**config.mk**
```make
export PLATFORM = sky130hd
export DESIGN_NAME = pint_sqw_div
export DESIGN_NICKNAME = d
export VERILOG_FILES = /design/src/rtl/pint_sqw_div.sv
export SDC_FILE = /design/constraint.sdc
export NUM_CORES = 1
export LEC_CHECK = 0
export BUFFER_PORTS_ARGS = -buffer_cell sky130_fd_sc_hd__buf_4
export CORE_MARGIN = 2
export CORE_UTILIZATION = 54
export DETAILED_ROUTE_END_ITERATION = 10
export PLACE_DENSITY = 0.86
export SLEW_MARGIN = 5
export SYNTH_ARGS = -nofsm -noshare
export SYNTH_HDL_FRONTEND = slang
export SYNTH_SLANG_ARGS = --single-unit
```
**constraint.sdc**
```tcl
create_clock -name clk -period 3.4 [get_ports clk]
set_input_delay 0.34 -clock clk [delete_from_list [all_inputs] [get_ports clk]]
set_output_delay 0.34 -clock clk [all_outputs]
set_load 0.01 [all_outputs]
```
**src/rtl/pint_sqw_div.sv**
```systemverilog
module pint_sqw_div #(
  parameter int RATE_W = 4,
  parameter int DIV_W  = 14
) (
  input  logic              clk,
  input  logic              rst_n,
  input  logic              tick,
  input  logic [RATE_W-1:0] rate_sel,
  input  logic              sqw_en,
  input  logic              pie_en,
  input  logic              stat_rd,
  output logic              sqw_out,
  output logic              pflag,
  output logic              irqf,
  output logic              irq_n
);

  localparam logic [DIV_W-1:0] ONE = DIV_W'(1);

  logic [DIV_W-1:0] div_q;
  logic [RATE_W-1:0] shamt;
  logic [DIV_W-1:0] mask;
  logic [DIV_W-1:0] top_bit;
  logic active, evt;

  always_comb begin
    case (rate_sel)
      RATE_W'(0): shamt = '0;
      RATE_W'(1): shamt = RATE_W'(7);
      RATE_W'(2): shamt = RATE_W'(8);
      default:    shamt = rate_sel - RATE_W'(1);
    endcase
  end

  assign active  = (rate_sel != '0);
  assign mask    = (ONE << shamt) - ONE;
  assign top_bit = mask ^ (mask >> 1);
  assign evt     = tick && active && ((div_q & mask) == mask);

  assign sqw_out = sqw_en && active && |(div_q & top_bit);
  assign irqf    = pflag && pie_en;
  assign irq_n   = !irqf;

  always_ff @(posedge clk) begin
    if (!rst_n) begin
      div_q <= '0;
      pflag <= 1'b0;
    end else begin
      if (tick) div_q <= div_q + ONE;
      if (evt) pflag <= 1'b1;
      else if (stat_rd) pflag <= 1'b0;
    end
  end

  AST_SQW_GATED: assert property (@(posedge clk) disable iff (!rst_n) !sqw_en |-> !sqw_out);
  AST_CODE0_QUIET: assert property (@(posedge clk) disable iff (!rst_n)
    (rate_sel == '0) |-> !sqw_out);
  AST_CODE0_NOFLAG: assert property (@(posedge clk) disable iff (!rst_n)
    (rate_sel == '0 && !pflag) |=> !pflag);
  AST_IRQ_GATED: assert property (@(posedge clk) disable iff (!rst_n) !pie_en |-> irq_n);
  AST_READ_CLEARS: assert property (@(posedge clk) disable iff (!rst_n)
    (stat_rd && !tick) |=> !pflag && irq_n);
  AST_IDLE_HOLD: assert property (@(posedge clk) disable iff (!rst_n)
    (!tick && !stat_rd) |=> $stable(pflag) && $stable(div_q));
  AST_SET_ON_TICK: assert property (@(posedge clk) disable iff (!rst_n)
    $rose(pflag) |-> $past(tick));

endmodule

```
==> reports/summary.txt <==
Worst R2R Setup Slack: 1.38 ns
post-synth top area cell: dfxtp_1
CTS Sinks: 15
Compound-Gate Fraction of Synth Area: 28.3%
pin count of the biggest net entering global routing: 17
Synth Area in Adders: 3.96%
CTS tree: done
startpoint types: input port
drt drc: 0
Crit Reg-Reg Startpoint: div_q[4]
EDFF count, synth: 0
latest clock arrival within the worst-skew pair: 0.29 ns
Routed WL: 7580 µm
power per cell area: 255 nW/µm²
Starting Density: 57.3%
DR pass1 iterations: 7
worst slew pin tran: 0.603 ns
Cell Area, Synth: 1580 µm²
RSZ-0062 raised after global routing: true
ys async rst share: 0%
Sw Share: 38.5%
switching power: 0.227 mW
DP HPWL: 3770 µm
Relative slew margins: 59.3%
io pins: 14
Die H: 58.1 µm
post-place setup slack: -0.331 ns
Clock Skew: 0.0126 ns
Synth Register Bits: 15
Gate power share: 51.2%
via count: 2285
Clock Power Share: 17.9%
Final Setup Violations: 1
R2R cell count: 5
vias in the first global route: 1918
syn_area_per_cell: 7.32 µm²
Area contributors post-synth: dfxtp_1 19%, xnor2_1 6.7%, nand2_1 6.4%, and2_1 5.1%, ha_1 4.0%
Hold Crit Class: input port to flip-flop
Post-Syn Nets: 231
Placed Cells: 293
mux contribution to synthesized area: 1.98%
most common flop cell mapped by yosys: dfxtp_1
Port Buffers: 13
core area: 2760 µm²
most frequent cells in the layout: 68 x buf_4, 24 x nand2_1, 15 x dfxtp_1
GP Congestion: 0.978
critical path endpoint: sqw_out
simple-gate share of the synthesized area: 31.7%
htree depth: 1
Critical Path RT: 3.06 ns
status: finished, violations left
Flop pwr share: 31.0%
grt peak-use layer: met2
critical path arrival: 3.46 ns
CP max FO: 4
initial antenna violation count: 0
maxcap violations: 0
Final Worst Setup Slack: -0.401 ns
GRT Resource Usage Total: 37.1%
CP Class: input port to output pin
Slew Viols, Final: 0
Fin. Hold Viols: 0
register area share after synthesis: 19.0%
most common cell after layout, fill and taps aside: buf_4
Cell Count, Final, Fillers Out: 313
Yosys Warn Count: 0
share of post-route cells with drive strength above 1: 37.9%
Site Rows: 19
Worst VDD drop: 0.000386 V
period utilization: 112%
vias per cell: 7.30
CTS Root Buffer Type: clkbuf_4
Post-Synthesis Cells: 216
first-pass GRT wire length: 9460 µm
critical path capture point type: output pin
met3 Use GR: 9.15%
library cells used by synthesis: 57
wire per inst: 24.2 µm
GR Layer Usage met1: 46.9%
final net count: 298
post-synth top area share: 19.0%
total power: 0.589 mW
clk slew on worst S/H paths: 0.08 ns
CP startpoint: rate_sel[0]
number of diodes: 0
Clock Path Buffers: 2
Synth Area in XOR/XNOR: 8.87%
layout filler cell count: 137
Leakage: 0.968 nW
CTS buffer count: 3
post-route minimum period: 3.80 ns
failing checks: negative setup slack
die area: 3380 µm²
M2 GR Usage: 57.3%
DRT antenna net count: 0
chip width: 58.1 µm
drt initial violations: 293
Pint: 0.362 mW
Peak Freq: 263 MHz
Critical R2R Capture: div_q[10]
Syn-to-layout area delta: 46.1%
grt total ovfl: 0
largest family of logic cells by synthesized area: simple AND/OR/NAND/NOR gates
Final Hold Slack: 0.335 ns
==> kinds of logic (layout without fill, tap and decap cells) <==
logic type      after synthesis  count (layout)
compound gates               63              63
fa+ha+maj                     5               5
xor+xnor                     16              16
simple gates                 93              93
buf+inv                      21              87
mux                           3               3
flops                        15              15
==> sequential cells by signal, indices dropped and copies added (netlist names) <==
signal	cells
div_q	14
pflag	1
==> per-stage QoR <==
stage	utilization, %	TNS (ns)	cell area (µm²)
finish	83.7	-0.401	2310
global route	83.7	-0.512	2310
CTS	79.8	-0.160	2200
detailed placement	72.2	-0.331	1990
global placement	72.2	-0.238	1990
floorplan	-	0	1580
==> synth_stat cells (4+ instances only) <==
cell,number
nand4_1,5
and2_1,13
dfxtp_1,15
clkbuf_1,5
xor2_1,4
xnor2_1,12
ha_1,5
nor4_1,4
o22ai_1,4
nor2_1,14
nand2_1,27
inv_1,10
a21boi_0,4
o21ai_0,9
and3_1,4
a21oi_1,10
o31ai_1,4
nor3_1,4
==> critical path, cell delays in order <==
cell	delay, ns
buf_12	0.09
inv_6	0.04
ha_4	0.16
or4_4	0.50
a21oi_4	0.20
o21a_1	0.22
nor2_2	0.08
nand2_2	0.08
ha_4	0.15
and2_4	0.16
o21a_1	0.14
nor2_1	0.05
o311ai_0	0.43
buf_4	0.20
o2111ai_1	0.12
o311a_1	0.34
buf_6	0.13
==> how the worst min path moves through the flow <==
stage | startpoint | depth (start not counted) | slack (ns) | end
6_report | stat_rd | 3 | 0.34 | pflag
4_1_cts | stat_rd | 3 | 0.31 | pflag
3_3_place_gp | pflag | 2 | 0.50 | pflag
2_1_floorplan | rst_n | 1 | 0.46 | div_q[4]
5_1_grt | stat_rd | 3 | 0.34 | pflag
3_5_place_dp | pflag | 2 | 0.51 | pflag
==> timing repair <==
| action | 4_1_cts | 5_1_grt |
|---|---|---|
| setup endpoints to repair | 1 | 1 |
| buffers inserted | 13 | 3 |
| gates resized for setup | 21 | 19 |
| pin swaps | 12 | 16 |
| endpoints found under the hold margin | 0 | 0 |
| hold buffers | 0 | 0 |
==> area by class of cell <==
| class | count | area (µm²) | area share [%] |
|---|---|---|---|
| clock buffers | 3 | 22.5 | 0.976 |
| well taps | 31 | 38.8 | 1.68 |
| repair buffers | 73 | 584 | 25.3 |
| inverters | 10 | 50.0 | 2.17 |
| clock inverters | 1 | 5.00 | 0.217 |
| flip-flops and latches | 15 | 300 | 13.0 |
| multi-input cells | 180 | 1310 | 56.6 |
==> power by group through the flow <==
stage               clock (mW)  sequential, mW  combinational (mW)
global route             0.110           0.182               0.308
CTS                      0.107           0.182               0.246
floorplan                    0           0.184               0.121
finish                   0.105           0.182               0.301
detailed placement           0           0.186               0.217
global placement             0           0.186               0.214
==> metal layers <==
metal  up-vias  wire length, µm
li1        936                -
met1       985             2620
met2       267             3210
met3        97             1050
met4         0              703
met5         -                0
Power figures use the tool's default switching activity.
